`src/rtl/lswake_pkg.sv`:
```
package lswake_pkg;

  // Four line-transition enable bits, positions 4..1
  localparam logic [7:0] LINE_FIELD = 8'h1E;
  localparam logic [7:0] ARM_FAST   = 8'h12;  // D+ fall, D- rise
  localparam logic [7:0] ARM_LOW    = 8'h0C;  // D+ rise, D- fall
  localparam logic [7:0] ARM_IDLE   = 8'h0A;  // D+ rise, D- rise

  typedef enum logic [2:0] {
    K_OR   = 3'd0,
    K_ANDN = 3'd1,
    K_WR   = 3'd2,
    K_GAP  = 3'd3,
    K_END  = 3'd4
  } step_kind_e;

  function automatic logic [7:0] arm_pattern(input logic [2:0] mode);
    case (mode)
      3'd1, 3'd2, 3'd4, 3'd5: arm_pattern = ARM_FAST;
      3'd3, 3'd6:             arm_pattern = ARM_LOW;
      default:                arm_pattern = ARM_IDLE;
    endcase
  endfunction

endpackage

```
`src/rtl/lswake_prog.sv`:
```
module lswake_prog
  import lswake_pkg::*;
#(
  parameter int            AW        = 8,
  parameter logic [AW-1:0] CTRL_ADDR = 'h10,
  parameter logic [AW-1:0] CMD_ADDR  = 'h14,
  parameter logic [AW-1:0] MASK_ADDR = 'h18,
  parameter logic [AW-1:0] CLR_ADDR  = 'h1C,
  parameter int            RET_BIT   = 2
) (
  input  logic          is_down,
  input  logic [7:0]    arm_bits,
  input  logic [2:0]    idx,
  output step_kind_e    kind,
  output logic [AW-1:0] addr,
  output logic [7:0]    val
);
  localparam logic [7:0] RET_M = 8'(1 << RET_BIT);

  always_comb begin
    kind = K_END;
    addr = '0;
    val  = '0;
    case (idx)
      3'd0: begin
        if (is_down) begin kind = K_OR;   addr = CTRL_ADDR; val = RET_M;      end
        else         begin kind = K_ANDN; addr = MASK_ADDR; val = LINE_FIELD; end
      end
      3'd1: begin kind = K_OR; addr = CLR_ADDR; val = LINE_FIELD; end
      3'd2: begin kind = K_WR; addr = CMD_ADDR; val = 8'h00;      end
      3'd3: kind = K_GAP;
      3'd4: begin kind = K_WR; addr = CMD_ADDR; val = 8'h01;      end
      3'd5: kind = K_GAP;
      3'd6: begin
        if (is_down) begin kind = K_OR;   addr = MASK_ADDR; val = arm_bits; end
        else         begin kind = K_ANDN; addr = CTRL_ADDR; val = RET_M;    end
      end
      default: kind = K_END;
    endcase
  end
endmodule

```
`src/rtl/lswake_gap.sv`:
```
module lswake_gap #(
  parameter int GAP_US = 200
) (
  input  logic clk,
  input  logic rst,
  input  logic start,
  input  logic tick,
  output logic done
);
  localparam int CW = $clog2(GAP_US + 1) + 1;

  logic [CW-1:0] cnt;
  logic          run;

  // Counts GAP_US+1 ticks so that at least GAP_US full microseconds elapse
  always_ff @(posedge clk) begin
    if (rst) begin
      cnt  <= '0;
      run  <= 1'b0;
      done <= 1'b0;
    end else begin
      done <= 1'b0;
      if (start) begin
        cnt <= CW'(GAP_US);
        run <= 1'b1;
      end else if (run && tick) begin
        if (cnt == '0) begin
          run  <= 1'b0;
          done <= 1'b1;
        end else begin
          cnt <= cnt - 1'b1;
        end
      end
    end
  end
endmodule

```
`src/rtl/lswake_bus.sv`:
```
module lswake_bus
  import lswake_pkg::*;
#(
  parameter int AW = 8
) (
  input  logic          clk,
  input  logic          rst,
  input  logic          start,
  input  step_kind_e    kind,
  input  logic [AW-1:0] addr,
  input  logic [7:0]    val,
  output logic          rd_o,
  output logic          wr_o,
  output logic [AW-1:0] addr_o,
  output logic [7:0]    wdata_o,
  input  logic [7:0]    rdata_i,
  output logic          done_o
);
  typedef enum logic [1:0] {B_IDLE, B_RD, B_CAP, B_WR} bus_st_e;

  bus_st_e    st;
  logic [7:0] op_val;
  logic       op_clr;

  always_ff @(posedge clk) begin
    if (rst) begin
      st      <= B_IDLE;
      rd_o    <= 1'b0;
      wr_o    <= 1'b0;
      done_o  <= 1'b0;
      addr_o  <= '0;
      wdata_o <= '0;
      op_val  <= '0;
      op_clr  <= 1'b0;
    end else begin
      rd_o   <= 1'b0;
      wr_o   <= 1'b0;
      done_o <= 1'b0;
      case (st)
        B_IDLE: if (start) begin
          addr_o <= addr;
          op_val <= val;
          op_clr <= (kind == K_ANDN);
          if (kind == K_WR) begin
            wr_o    <= 1'b1;
            wdata_o <= val;
            st      <= B_WR;
          end else begin
            rd_o <= 1'b1;
            st   <= B_RD;
          end
        end
        B_RD:  st <= B_CAP;
        B_CAP: begin
          wdata_o <= op_clr ? (rdata_i & ~op_val) : (rdata_i | op_val);
          wr_o    <= 1'b1;
          st      <= B_WR;
        end
        B_WR: begin
          done_o <= 1'b1;
          st     <= B_IDLE;
        end
        default: st <= B_IDLE;
      endcase
    end
  end
endmodule

```
`src/rtl/lswake_ctrl.sv`:
```
module lswake_ctrl
  import lswake_pkg::*;
#(
  parameter int            AW        = 8,
  parameter logic [AW-1:0] CTRL_ADDR = 'h10,
  parameter logic [AW-1:0] CMD_ADDR  = 'h14,
  parameter logic [AW-1:0] MASK_ADDR = 'h18,
  parameter logic [AW-1:0] CLR_ADDR  = 'h1C,
  parameter int            RET_BIT   = 2,
  parameter int            GAP_US    = 200
) (
  input  logic          clk,
  input  logic          rst,
  input  logic          us_tick,
  input  logic [2:0]    link_mode,
  input  logic          pd_req,
  output logic          pd_done,
  input  logic          pu_req,
  output logic          pu_done,
  output logic          bus_rd,
  output logic          bus_wr,
  output logic [AW-1:0] bus_addr,
  output logic [7:0]    bus_wdata,
  input  logic [7:0]    bus_rdata
);
  typedef enum logic [1:0] {S_IDLE, S_ISSUE, S_BUS, S_GAP} seq_st_e;

  seq_st_e       st;
  logic [2:0]    idx;
  logic          is_down;
  logic [7:0]    arm_q;
  logic          busy_w;

  step_kind_e    kind;
  logic [AW-1:0] step_addr;
  logic [7:0]    step_val;
  logic          bus_start, gap_start, bus_done, gap_done;

  assign busy_w    = (st != S_IDLE);
  assign bus_start = (st == S_ISSUE) && (kind == K_OR || kind == K_ANDN || kind == K_WR);
  assign gap_start = (st == S_ISSUE) && (kind == K_GAP);

  lswake_prog #(
    .AW(AW), .CTRL_ADDR(CTRL_ADDR), .CMD_ADDR(CMD_ADDR),
    .MASK_ADDR(MASK_ADDR), .CLR_ADDR(CLR_ADDR), .RET_BIT(RET_BIT)
  ) u_prog (
    .is_down (is_down),
    .arm_bits(arm_q),
    .idx     (idx),
    .kind    (kind),
    .addr    (step_addr),
    .val     (step_val)
  );

  lswake_bus #(.AW(AW)) u_bus (
    .clk    (clk),
    .rst    (rst),
    .start  (bus_start),
    .kind   (kind),
    .addr   (step_addr),
    .val    (step_val),
    .rd_o   (bus_rd),
    .wr_o   (bus_wr),
    .addr_o (bus_addr),
    .wdata_o(bus_wdata),
    .rdata_i(bus_rdata),
    .done_o (bus_done)
  );

  lswake_gap #(.GAP_US(GAP_US)) u_gap (
    .clk  (clk),
    .rst  (rst),
    .start(gap_start),
    .tick (us_tick),
    .done (gap_done)
  );

  always_ff @(posedge clk) begin
    if (rst) begin
      st      <= S_IDLE;
      idx     <= '0;
      is_down <= 1'b0;
      arm_q   <= ARM_IDLE;
      pd_done <= 1'b0;
      pu_done <= 1'b0;
    end else begin
      pd_done <= 1'b0;
      pu_done <= 1'b0;
      case (st)
        S_IDLE: begin
          idx <= '0;
          if (pd_req) begin
            is_down <= 1'b1;
            arm_q   <= arm_pattern(link_mode);
            st      <= S_ISSUE;
          end else if (pu_req) begin
            is_down <= 1'b0;
            st      <= S_ISSUE;
          end
        end
        S_ISSUE: begin
          if (kind == K_END) begin
            pd_done <= is_down;
            pu_done <= !is_down;
            st      <= S_IDLE;
          end else if (kind == K_GAP) begin
            st <= S_GAP;
          end else begin
            st <= S_BUS;
          end
        end
        S_BUS: if (bus_done) begin
          idx <= idx + 1'b1;
          st  <= S_ISSUE;
        end
        S_GAP: if (gap_done) begin
          idx <= idx + 1'b1;
          st  <= S_ISSUE;
        end
        default: st <= S_IDLE;
      endcase
    end
  end
endmodule

```
`config.mk`:
```
export PLATFORM = sky130hd
export DESIGN_NAME = lswake_ctrl
export DESIGN_NICKNAME = d
export VERILOG_FILES = /design/src/rtl/lswake_pkg.sv /design/src/rtl/lswake_prog.sv /design/src/rtl/lswake_gap.sv /design/src/rtl/lswake_bus.sv /design/src/rtl/lswake_ctrl.sv
export SDC_FILE = /design/constraint.sdc
export NUM_CORES = 1
export LEC_CHECK = 0
export ABC_AREA = 1
export CAP_MARGIN = 0
export CORE_MARGIN = 2
export CORE_UTILIZATION = 23
export CTS_CLUSTER_SIZE = 10
export DETAILED_ROUTE_END_ITERATION = 12
export DONT_BUFFER_PORTS = 1
export GPL_TIMING_DRIVEN = 0
export HOLD_SLACK_MARGIN = 0.02
export PLACE_DENSITY_LB_ADDON = 0.05
export SETUP_SLACK_MARGIN = 0.2
export SYNTH_ARGS = -nofsm -noshare
export SYNTH_HDL_FRONTEND = slang
export SYNTH_HIERARCHICAL = 1
export SYNTH_SLANG_ARGS = --single-unit
```
`constraint.sdc`:
```
create_clock -name clk -period 2 [get_ports clk]
set_input_delay 0.4 -clock clk [delete_from_list [all_inputs] [get_ports clk]]
set_output_delay 0.4 -clock clk [all_outputs]
set_load 0.02 [all_outputs]
```
* After elaboration in Yosys (flattened, before gate mapping) *
Index checks and enable logic that the tools add are counted.

operators by class
  add/sub/neg operators = 2
  equal/unequal tests = 28
  mux-type cells = 40
  bitwise operators = 9
  reduce and logical (&&, ||, !) cells = 34

operators by type and width
  kind                 number
  $pmux 8 s4           2
  $mux 8               7
  $eq 3x3->1 const B   7
  $eq 3x2->1 const B   6
  $pmux 2 s4           2
  $pmux 8 s2           1
  $mux 2               7
  $mux 1               12
  $pmux 3 s4           1
  $reduce_and 2->1     6
  $pmux 5 s2           1
  $reduce_or 2->1      5
  $eq 3x1->1 const B   3
  $logic_not 9->1      1
  $pmux 3 s3           1
  $reduce_and 3->1     3
  $reduce_or 3->1      3
  $sub 9x1->9 const B  1
  $and 8x8->8          1
  $eq 2x2->1 const B   4
  $mux 4               2
  $not 8->8            1
  $or 8x8->8           1
  $reduce_bool 2->1    4
  other kinds (16)     31

word-level totals
  bits in registers = 57
  output and inout port bits = 20
  word-level logic and storage cells = 131

* Depth between registers and ports, before layout *
  word-level depth = 9
  depth in mapped cells = 14
  gate-level depth less buffers = 14

* Hierarchy *
The synthesis kept the hierarchy.

modules (own cells, without submodules)
  module       times used  cells each  area each (µm²)  sequential area each (µm²)
  lswake_bus   1           200         1373.8           600.6
  lswake_gap   1           97          644.4            220.2
  lswake_ctrl  1           82          548.0            240.2
  lswake_prog  1           48          239.0            0.0

* Worst setup path before layout *
OpenSTA, ideal clock, no wires.

  kind = reg-to-reg
  start = reg idx[2]
  end = reg u_bus.addr_o[0]
  setup time = 64 ps
  data arrival time = 1727 ps
  required time = 1936 ps
  path slack = 209 ps
  stages on the path, launching flop included = 12
  path buffers = 2
  period minus slack after synthesis = 1791 ps
  path through = dfxtp_1 -> inv_1 -> ha_1 -> nand2_1 -> nand2_1 -> nor2_1 -> nand2_4 -> inv_2 -> buf_6 -> buf_6 -> nor2_1 -> nor2_1

between the ends
  word-level cells in the longest chain between the ends = 8
  elaborated cells between the ends (all ways) = 19
  classes of those cells = 8 x eq/ne; 2 x mux; 9 x reduce/logical

RTL lines
  item                                                  line                text
  start: declaration                                    lswake_ctrl.sv:29   logic [2:0] idx;
  start signal: assignment                              lswake_ctrl.sv:113  idx <= idx + 1'b1;
  start signal: assignment                              lswake_ctrl.sv:117  idx <= idx + 1'b1;
  $eq 3x3->1, or another cell as far along              lswake_prog.sv:24   case (idx)
  $reduce_or 2->1 (no line)                             n/a
  $pmux 3 s4 (*)                                        lswake_prog.sv:24
  via kind[1]                                           lswake_ctrl.sv:34   step_kind_e kind;
  $eq 3x1->1 / $logic_not 3->1 (equally long branches)  lswake_ctrl.sv:40   assign bus_start = (st == S_ISSUE) && (kind == K_OR || kind == K_ANDN || kind == K_WR);
  $logic_or 1x1->1                                      lswake_ctrl.sv:40
  $logic_or 1x1->1 (*)                                  lswake_ctrl.sv:40
  $logic_and 1x1->1 (*)                                 lswake_ctrl.sv:40
  via bus_start                                         lswake_ctrl.sv:37   logic bus_start, gap_start, bus_done, gap_done;
  $reduce_and 2->1 (no line) (*)                        n/a
  end signal: assignment                                lswake_bus.sv:41    addr_o <= addr;
  end: declaration                                      lswake_bus.sv:14    output logic [AW-1:0] addr_o,

Mark *: on every way through the listed nets, which the timed path passes. The rest lies on a longest branch.
A chain may end at the register's enable or synchronous reset.

* Worst setup path in the final report *
  start = reg idx[1]
  end = reg u_bus.addr_o[3]

Same word-level chain as after synthesis.

==> key figures <==
Logic synthesis
  • Synthesized instance count: 427
  • Adder-Cell Fraction of Synth Area: under 10%
  • Syn. warnings: 6
  • Mapped Area: about 2800 µm²
  • Largest family of logic cells by synthesized area: simple AND/OR/NAND/NOR gates
  • Compound-Gate Fraction of Synth Area: around 11%
  • EDFF count, synth: 0
  • Synth cell types: 31
  • Most used DFF post-synth: dfxtp_1
  • Syn_area_per_cell: 6.57 µm²
  • Yosys top cell by area: dfxtp_1
  • Share of the synthesized area in the top cell type: 37.8%
  • Sequential share of the synthesized area: a little under two fifths
  • Post-Synth Simple-Gate Area: 37.1%
  • Top post-synthesis cells by area: dfxtp_1 (38%), nand2_1 (12%), nor2_1 (12%)
  • Asr flop ratio synth: 0%
  • Mux cell area share after synthesis: 0%
  • XOR/XNOR share of the synthesized area: 0.312%
  • Flops & latches, synth: 53

Placed design
  • DPL Wire Length: 5510 µm
  • Port Buf Inserts: 0
  • Placed cell area: 3020 µm²
  • RePlAce Congestion: 0.767

Timing
  • # setup viols final: 0
  • Ratio of final minimum period to clock period: a little over four fifths
  • RSZ-0062 raised after global routing: no
  • Min cycle time layout: roughly 1700 ps
  • Worst Skew: 3.76 ps
  • Highest clock rate: ~600 MHz
  • Endpoints failing hold: 0
  • Final Max Tran Viols: 0

Pwr
  • Leak: between 0.0015 and 0.002 µW
  • Highest ir drop seen on vdd: 282 µV
  • P per Cell Area: 830 nW/µm²

Final layout
  • Finished Core Util: between 20% and 30%
  • Final Cell Area: 3370 µm²
  • NumNets Final: around 470
  • Area grow syn2layout: 20.2%
  • Layout cells sized above 1: between 10% and 20%
  • N_diodes: 0

Clocking
  • Root buf cell: clkbuf_16
  • CTS tree: done
  • Hold buffer count at CTS: 0
  • Reg clk slew, reported paths: 70 ps
  • CTS H-tree depth: 2
  • Worst skew pair latency: 290 ps
  • CTS sink cnt: 53
  • Clk buf depth: 2
  • CTS Buf Count: 5

Setup path
  • Critical Path RT: between 2000 and 2500 ps
  • Crit-path max FO: 9
  • Kind of critical path: flip-flop to flip-flop
  • Endpoint type of the worst setup path: flip-flop
  • Worst Path Arrival: 1860 ps
  • CP startpoint kind: flip-flop

Drt
  • Drt total wl: 7730 µm
  • Vias: 2530
  • First drt pass iteration count: 5
  • Via/cell ratio: 4.22
  • DRC viols: 0
  • DR WL/cell: roughly 13 µm
  • Initial DRC count: 162
  • ANT nets after route: 0

Global routing
  • Largest net degree at the start of global routing: 17
  • Vias in the first global route: roughly 2500
  • First-pass GRT wire length: 12900 µm
  • Initial antenna violation count: 0
  • GRT Residual Overflow: 0
  • Overall routing resource usage: 12.5%

Die
  • Die span in x: roughly 110 µm
  • Die area: 13100 µm²
  • Initial Utilization: 23.5%
  • Num ports: 36
  • # rows: 40
  • Core Area: 12000 µm²
  • Die height: 114 µm

Flow run
  • Max-Cap Viols: 0

Worst hold path
  • Worst hold path type: primary input to flip-flop

Status
  • Outcome: complete, no violations
sequential cells by signal (all words and copies together) (netlist names), 2 cells and up:
name,cells
idx,3
arm_q,4
u_bus/op_val,8
u_bus/st,2
st,2
u_gap/cnt,9
u_bus/addr_o,8
u_bus/wdata_o,8
area by class of cell:
type | instances | area (µm²)
clock buffer | 7 | 153
timing repair buffer | 10 | 92.6
buffer | 12 | 100
clock inverter | 1 | 5.00
fill | 1314 | 8590
sequential | 53 | 1070
multi-input combinational | 313 | 1540
inverter | 57 | 223
tap | 147 | 184
worst max-delay path, cell delays in order (launching register included):
cell	delay (ps)
dfxtp_4	370
nor2_4	120
inv_2	40
nand2_1	80
nand3_2	70
nand2_2	100
nand2_2	70
nand2_2	80
nor2_4	50
nand2_4	110
inv_6	50
buf_8	130
clkbuf_16	150
nor2_1	80
nor2_1	50
cells in the final DEF, fill, tap and decap left out, drive strengths merged:
cell type,instances
a21oi,19
clkinvlp,1
ha,6
nand3,35
nand2,100
nor2,93
dfxtp,53
xor2,1
conb,9
clkinv,2
inv,55
nor3,6
a211oi,1
clkbuf,11
a31oi,2
o21ai,37
nand4,4
buf,18
per-stage QoR:
| step | setup WS, ps | hold slack [ps] | setup TNS (ps) | std cells | power, µW |
|---|---|---|---|---|---|
| final | 330 | 167 | 0 | 600 | 2800 |
| after global routing | 219 | 151 | 0 | 600 | 2990 |
| after CTS | 226 | 152 | 0 | 593 | 2790 |
| after detailed placement | -249 | 455 | -4600 | 581 | 1780 |
| after global placement | -253 | 450 | -4790 | 581 | 1780 |
| after floorplan | 209 | 434 | 0 | 434 | 1650 |
path summary, 6_finish.rpt:
check | from | endpoint | slack [ps] | cells past startpoint
setup reg to reg | idx[1]$_SDFFE_PP0P_ | u_bus/addr_o[3]$_SDFFE_PP0P_ | 330 | 14
hold reg to reg | u_gap/run$_SDFFE_PP0P_ | u_gap/run$_SDFFE_PP0P_ | 460 | 2
setup / recovery | idx[1]$_SDFFE_PP0P_ | u_bus/addr_o[3]$_SDFFE_PP0P_ | 330 | 14
hold / removal | rst | idx[1]$_SDFFE_PP0P_ | 170 | 1
Yosys cell counts, types with 3 or more instances:
| cell type | count |
|---|---|
| a21oi_1 | 18 |
| buf_4 | 5 |
| dfxtp_1 | 53 |
| ha_1 | 6 |
| inv_1 | 48 |
| inv_2 | 8 |
| nand2_1 | 93 |
| nand2_2 | 3 |
| nand2_4 | 4 |
| nand3_1 | 30 |
| nand3_2 | 3 |
| nand4_1 | 4 |
| nor2_1 | 87 |
| nor2_2 | 5 |
| nor3_1 | 5 |
| o21ai_0 | 30 |
| o21ai_1 | 6 |
kinds of logic (layout without fill, tap and decap cells):
group                      Yosys count  count (layout)
AOI/OAI and AO/OA                   59              59
adders and majority gates            6               6
xor gates and xnor gates             1               1
DFF                                 53              53
buffers and inverters               69              87
and+or+nand+nor                    237             238
other                                2               9
power breakdown:
part | internal [µW] | switching [µW]
logic | 242 | 352
registers | 1150 | 126
clock network | 531 | 398
routing by layer:
layer  routed length [µm]  up-vias  track usage (%)  share of wire, %
li1                     -     1385                -                 -
met1                 3670     1106             15.8                48
met2                 3650       33             21.1                47
met3                  293        6             2.96               3.8
met4                  111        0             3.90               1.4
met5                    0        -                0                 0
repair_timing:
action	in CTS	in global routing
cloned	0	2
gates resized for setup	18	13
endpoints found under the setup margin	33	29
setup buffers	4	5
pin swaps	3	3
No activity file was read; power rests on OpenSTA's default activity.
